<file path="src/rtl/cmt_pkg.sv">
package cmt_pkg;

    typedef enum logic [1:0] {
        ACT_HOLD   = 2'b00,
        ACT_LOW    = 2'b01,
        ACT_HIGH   = 2'b10,
        ACT_TOGGLE = 2'b11
    } pin_act_e;

    localparam int unsigned NUM_FLAGS = 2;
    localparam int unsigned FLAG_DUTY = 0;
    localparam int unsigned FLAG_PER  = 1;

endpackage

</file>
<file path="src/rtl/cmt_counter.sv">
module cmt_counter #(
    parameter int unsigned CNT_W = 16
) (
    input  logic             clk,
    input  logic             rst_n,
    input  logic             en_i,
    input  logic             pause_i,
    input  logic             clear_i,
    output logic [CNT_W-1:0] cnt_o,
    output logic             en_rise_o,
    output logic             run_o
);

    typedef struct packed {
        logic [CNT_W-1:0] cnt;
        logic             en_prev;
    } cnt_state_t;

    localparam logic [CNT_W-1:0] CNT_ONE = {{(CNT_W-1){1'b0}}, 1'b1};

    cnt_state_t st_d, st_q;
    logic       rise;
    logic       run;

    always_comb begin
        rise       = en_i & ~st_q.en_prev;
        run        = en_i & ~pause_i & ~rise;
        st_d       = st_q;
        st_d.en_prev = en_i;
        if (rise) begin
            st_d.cnt = '0;
        end else if (run) begin
            if (clear_i) begin
                st_d.cnt = '0;
            end else begin
                st_d.cnt = st_q.cnt + CNT_ONE;
            end
        end
    end

    always_ff @(posedge clk or negedge rst_n) begin
        if (!rst_n) begin
            st_q <= '0;
        end else begin
            st_q <= st_d;
        end
    end

    assign cnt_o     = st_q.cnt;
    assign en_rise_o = rise;
    assign run_o     = run;

endmodule

</file>
<file path="src/rtl/cmt_compare.sv">
module cmt_compare #(
    parameter int unsigned CNT_W = 16,
    parameter int unsigned PER_W = 3
) (
    input  logic             run_i,
    input  logic             clr_sel_i,
    input  logic [CNT_W-1:0] cnt_i,
    input  logic [PER_W-1:0] per_cmp_i,
    input  logic [CNT_W-1:0] duty_cmp_i,
    output logic             a_evt_o,
    output logic             p_evt_o,
    output logic             clear_o
);

    localparam int unsigned LOW_W = CNT_W - PER_W;

    logic per_hit;
    logic duty_hit;
    logic per_zero;
    logic duty_zero;

    always_comb begin
        per_zero  = (per_cmp_i == '0);
        duty_zero = (duty_cmp_i == '0);
        per_hit   = !per_zero
                    && (cnt_i[CNT_W-1 -: PER_W] == per_cmp_i)
                    && (cnt_i[LOW_W-1:0] == '0);
        duty_hit  = (cnt_i == duty_cmp_i);

        a_evt_o   = run_i && duty_hit && !(clr_sel_i && duty_zero);
        p_evt_o   = run_i && per_hit && !clr_sel_i;
        clear_o   = clr_sel_i ? a_evt_o : p_evt_o;
    end

endmodule

</file>
<file path="src/rtl/cmt_pin.sv">
module cmt_pin
    import cmt_pkg::*;
(
    input  logic       clk,
    input  logic       rst_n,
    input  logic       en_rise_i,
    input  logic       a_evt_i,
    input  logic [1:0] act_i,
    input  logic       init_lvl_i,
    input  logic       pol_i,
    output logic       pin_o
);

    logic lvl_d, lvl_q;

    always_comb begin
        lvl_d = lvl_q;
        if (en_rise_i) begin
            lvl_d = init_lvl_i;
        end else if (a_evt_i) begin
            unique case (pin_act_e'(act_i))
                ACT_HOLD:   lvl_d = lvl_q;
                ACT_LOW:    lvl_d = 1'b0;
                ACT_HIGH:   lvl_d = 1'b1;
                ACT_TOGGLE: lvl_d = ~lvl_q;
                default:    lvl_d = lvl_q;
            endcase
        end
    end

    always_ff @(posedge clk or negedge rst_n) begin
        if (!rst_n) begin
            lvl_q <= 1'b0;
        end else begin
            lvl_q <= lvl_d;
        end
    end

    assign pin_o = lvl_q ^ pol_i;

endmodule

</file>
<file path="src/rtl/cmt_flag.sv">
module cmt_flag (
    input  logic clk,
    input  logic rst_n,
    input  logic set_i,
    input  logic clr_i,
    output logic flag_o
);

    logic flag_d, flag_q;

    always_comb begin
        flag_d = set_i | (flag_q & ~clr_i);
    end

    always_ff @(posedge clk or negedge rst_n) begin
        if (!rst_n) begin
            flag_q <= 1'b0;
        end else begin
            flag_q <= flag_d;
        end
    end

    assign flag_o = flag_q;

endmodule

</file>
<file path="src/rtl/cmp_match_timer.sv">
module cmp_match_timer
    import cmt_pkg::*;
#(
    parameter int unsigned CNT_W = 16,
    parameter int unsigned PER_W = 3
) (
    input  logic             clk,
    input  logic             rst_n,
    input  logic             en_i,
    input  logic             pause_i,
    input  logic             clr_sel_i,
    input  logic [1:0]       act_i,
    input  logic             init_lvl_i,
    input  logic             pol_i,
    input  logic [PER_W-1:0] per_cmp_i,
    input  logic [CNT_W-1:0] duty_cmp_i,
    input  logic             clr_aflag_i,
    input  logic             clr_pflag_i,
    output logic             pin_o,
    output logic             aflag_o,
    output logic             pflag_o
);

    logic [CNT_W-1:0]     cnt_q;
    logic                 en_rise;
    logic                 run;
    logic                 a_evt;
    logic                 p_evt;
    logic                 clear;
    logic [NUM_FLAGS-1:0] flag_set;
    logic [NUM_FLAGS-1:0] flag_clr;
    logic [NUM_FLAGS-1:0] flag_q;

    cmt_counter #(.CNT_W(CNT_W)) u_counter (
        .clk       (clk),
        .rst_n     (rst_n),
        .en_i      (en_i),
        .pause_i   (pause_i),
        .clear_i   (clear),
        .cnt_o     (cnt_q),
        .en_rise_o (en_rise),
        .run_o     (run)
    );

    cmt_compare #(.CNT_W(CNT_W), .PER_W(PER_W)) u_compare (
        .run_i      (run),
        .clr_sel_i  (clr_sel_i),
        .cnt_i      (cnt_q),
        .per_cmp_i  (per_cmp_i),
        .duty_cmp_i (duty_cmp_i),
        .a_evt_o    (a_evt),
        .p_evt_o    (p_evt),
        .clear_o    (clear)
    );

    cmt_pin u_pin (
        .clk        (clk),
        .rst_n      (rst_n),
        .en_rise_i  (en_rise),
        .a_evt_i    (a_evt),
        .act_i      (act_i),
        .init_lvl_i (init_lvl_i),
        .pol_i      (pol_i),
        .pin_o      (pin_o)
    );

    assign flag_set[FLAG_DUTY] = a_evt;
    assign flag_set[FLAG_PER]  = p_evt;
    assign flag_clr[FLAG_DUTY] = clr_aflag_i;
    assign flag_clr[FLAG_PER]  = clr_pflag_i;

    for (genvar gi = 0; gi < NUM_FLAGS; gi++) begin : g_flag
        cmt_flag u_flag (
            .clk    (clk),
            .rst_n  (rst_n),
            .set_i  (flag_set[gi]),
            .clr_i  (flag_clr[gi]),
            .flag_o (flag_q[gi])
        );
    end

    assign aflag_o = flag_q[FLAG_DUTY];
    assign pflag_o = flag_q[FLAG_PER];

endmodule

</file>
<file path="config.mk">
export PLATFORM = sky130hd
export DESIGN_NAME = cmp_match_timer
export DESIGN_NICKNAME = d
export VERILOG_FILES = /design/src/rtl/cmt_pkg.sv /design/src/rtl/cmt_counter.sv /design/src/rtl/cmt_compare.sv /design/src/rtl/cmt_pin.sv /design/src/rtl/cmt_flag.sv /design/src/rtl/cmp_match_timer.sv
export SDC_FILE = /design/constraint.sdc
export NUM_CORES = 1
export LEC_CHECK = 0
export BUFFER_PORTS_ARGS = -buffer_cell sky130_fd_sc_hd__buf_2
export CAP_MARGIN = 25
export CORE_UTILIZATION = 25
export CTS_BUF_LIST = sky130_fd_sc_hd__clkbuf_4 sky130_fd_sc_hd__clkbuf_8
export CTS_CLUSTER_DIAMETER = 100
export DETAILED_ROUTE_END_ITERATION = 12
export GPL_TIMING_DRIVEN = 0
export PLACE_DENSITY = 0.42
export SLEW_MARGIN = 20
export SYNTH_ARGS = -nofsm -noshare
export SYNTH_HDL_FRONTEND = slang
export SYNTH_SLANG_ARGS = --single-unit
</file>
<file path="constraint.sdc">
create_clock -name clk -period 3.8 [get_ports clk]
set_input_delay 0.57 -clock clk [delete_from_list [all_inputs] [get_ports clk]]
set_output_delay 0.57 -clock clk [all_outputs]
set_load 0.05 [all_outputs]
</file>
==> impl_results.md <==
* Post-Place Cells at 283
* Die Y-Extent at 78.0 um
* FMAX at 375 MHz
* Main synth FF type: dfrtp_1
* Seq/Total Area, Yosys at 0.347
* Post-Place Setup Slack at 0.883 ns
* H-tree Lvls at 1
* I/O Buffers at 32
* Ys async rst share at 1.00
* Synthesized area per cell at 8.07 um2
* Vias in the first global route at 1,435
* Clk slew on worst S/H paths at 0.08 ns
* Critical setup path kind: reg2reg
* Commonest non-fill, non-tap cells in the layout: buf_2, nand2_1, dfrtp_1
* Row count at 27
* Grt ovf at 0
* Filler cells at 635
* Initial antenna violation count at 0
* CP Data Arrival Time at 2.80 ns
* Hold WC Path Type: in2async
* Synth Instances at 179
* Crit end category: flop
* Static leakage at 0.000745 uW
* Reg-to-Reg End: u_counter.cnt_o[12]$_DFFE_PN0P_
* Clock Path Buffers at 2
* Post-Syn Area at 1440 um2
* Vias per inst at 4.90
* WL per Instance at 15.3 um
* CTS resizes at 0
* Area delta synth->final at 20.2%
* # hold bufs at CTS at 0
* I/O Pins at 33
* GRT Overall Usage at 0.161
* Antenna Nets Post-Route at 0
* Post-CTS Setup Bufs at 0
* Required time worst endpoint at 3.93 ns
* Die ar. at 6080 um2
* Slew headroom at 0.625
* Max Slew Vio Count at 0
* Final Net Count at 248
* Hold Vio Cnt, Final at 0
* Tcrit/Tclk final at 0.702
* Crit. Startpoint: u_counter.cnt_o[6]$_DFFE_PN0P_
* Yosys cell types at 34
* # diodes at 0
* Worst slew pin tran at 0.563 ns
* Final Wtd Congestion at 0.807
* Worst R2R Path Depth at 8
* Run status: finished clean
* Crit Reg-Reg Startpoint: u_counter.cnt_o[6]$_DFFE_PN0P_
* Commonest non-fill, non-tap cell in the layout: buf_2
* Initial core utilization at 0.261
* RSZ-0062 raised after global routing: false
* Crit path max fanout at 10
* CTS tree: built
* Setup TNS at 0 ns
* Root Driver: clkbuf_8
* R2r setup slk at 1.13 ns
* Total power at 442 uW
* Max-cap viol count at 0
* DR vias at 1,402
* PnR worst setup slack at 1.13 ns
* Residual DRC count at 0
* Clock sink count at 20
* Synth warnings at 0
* Layout Cell Area excl Fill at 1740 um2
* Layout cells sized above 1 at 0.187
* Cell area power density at 255 nW/um2
* First-pass GRT wire length at 7440 um
* Placed Instance Area at 1690 um2
* Yosys reg bits at 20
* 1st-pass router iterations at 4
* Synth Net Count at 211
* Largest net degree at the start of global routing at 21
* Core Area at 5540 um2
* DP HPWL at 3360 um
* EDFF count, synth at 0
* Tmin final at 2.67 ns
* DRT iter0 DRCs at 77
* Die W at 78.0 um
* VDD IR max at 0.132 mV
* Final WL at 4370 um
* Final setup violation count at 0
* Element type at the critical path start: flop
* Num CTS Buffers at 3
* Fin cells at 286
* Crit path to: u_counter.cnt_o[12]$_DFFE_PN0P_
* Clock latency on the worst-skew pair at 0.26 ns
* Skew final at 0.00367 ns
==> registers in the layout (all words and copies together) (netlist names) <==
name / flops
u_counter.cnt_o: 16
g_flag.u_flag.flag_o: 2
u_counter.st_q: 1
u_pin.lvl_q: 1
==> worst min path at each step <==
stage / start / slack [ns] / to / cells after the start
after detailed placement: g_flag[0].u_flag.flag_o$_DFF_PN0_ / 0.53 / g_flag[0].u_flag.flag_o$_DFF_PN0_ / 2
final: rst_n / 0.27 / u_counter.cnt_o[14]$_DFFE_PN0P_ / 1
after CTS: rst_n / 0.28 / u_counter.cnt_o[14]$_DFFE_PN0P_ / 1
after global placement: g_flag[1].u_flag.flag_o$_DFF_PN0_ / 0.53 / g_flag[1].u_flag.flag_o$_DFF_PN0_ / 2
after floorplan: rst_n / 0.27 / g_flag[0].u_flag.flag_o$_DFF_PN0_ / 0
after global routing: rst_n / 0.30 / u_counter.cnt_o[2]$_DFFE_PN0P_ / 1
==> per-layer routing <==
metal  wire, um  vias to the layer above  global-route usage
met5          0                        -                   0
met4         16                        0              0.0222
met3        210                        2              0.0318
met2       2050                       33               0.273
met1       2090                      654               0.216
li1           -                      713                   -
==> logic make-up (layout without fill, tap and decap cells) <==
| family | after synthesis | in the layout | synth area share |
|---|---|---|---|
| multiplexers | 1 | 1 | 0.00693 |
| AO/OA/AOI/OAI | 23 | 23 | 0.110 |
| flip-flops | 20 | 20 | 0.347 |
| adder cells (fa/ha/maj) | 2 | 2 | 0.0173 |
| AND/OR/NAND/NOR | 88 | 88 | 0.319 |
| buffers and inverters | 23 | 58 | 0.0667 |
| XOR/XNOR | 22 | 22 | 0.133 |
==> Yosys cell counts (2+ instances only) <==
cell	number	area share
xor2_1	13	0.079
nor3_1	5	0.017
xnor2_1	9	0.055
nand4_1	9	0.039
or4_1	3	0.016
nor2_1	10	0.026
nor4_1	8	0.035
dfrtp_1	20	0.35
o21ai_1	5	0.017
ha_1	2	0.017
o311ai_1	4	0.024
buf_2	2	0.0069
o21ai_0	6	0.021
clkbuf_1	10	0.026
nand2_1	31	0.081
o211ai_1	2	0.010
nor4b_1	2	0.012
nand3_1	8	0.028
nand4b_1	3	0.018
and3_1	4	0.017
inv_1	10	0.026
==> cell type report <==
class | instances | area [um2] | area share
plain buffers | 13 | 58.8 | 0.0339
clock buffers | 3 | 41.3 | 0.0238
inverters | 10 | 37.5 | 0.0216
multi-input cells | 136 | 847 | 0.488
flip-flops and latches | 20 | 500 | 0.288
well taps | 72 | 90.1 | 0.0519
repair buffers | 32 | 160 | 0.0923
==> through the flow <==
step / utilization / hold slack [ns]
finish: 0.313 / 0.268
global route: 0.313 / 0.296
CTS: 0.313 / 0.283
detailed placement: 0.306 / 0.528
global placement: 0.306 / 0.526
floorplan: - / 0.274
==> where the power goes <==
group	switching [uW]	internal [uW]	total (uW)
clock	71.1	70.7	142
combinational	47.1	30.9	78.0
sequential	5.62	217	223
==> worst max-delay path, stage by stage (launching register included) <==
cell	delay, ns
dfrtp_1	0.36
buf_2	0.17
or4_1	0.54
a2111oi_1	0.34
o2111ai_1	0.16
or4_4	0.59
nand3_2	0.12
buf_6	0.15
o311ai_1	0.11
Note: power is estimated with default switching activity, not from simulation.
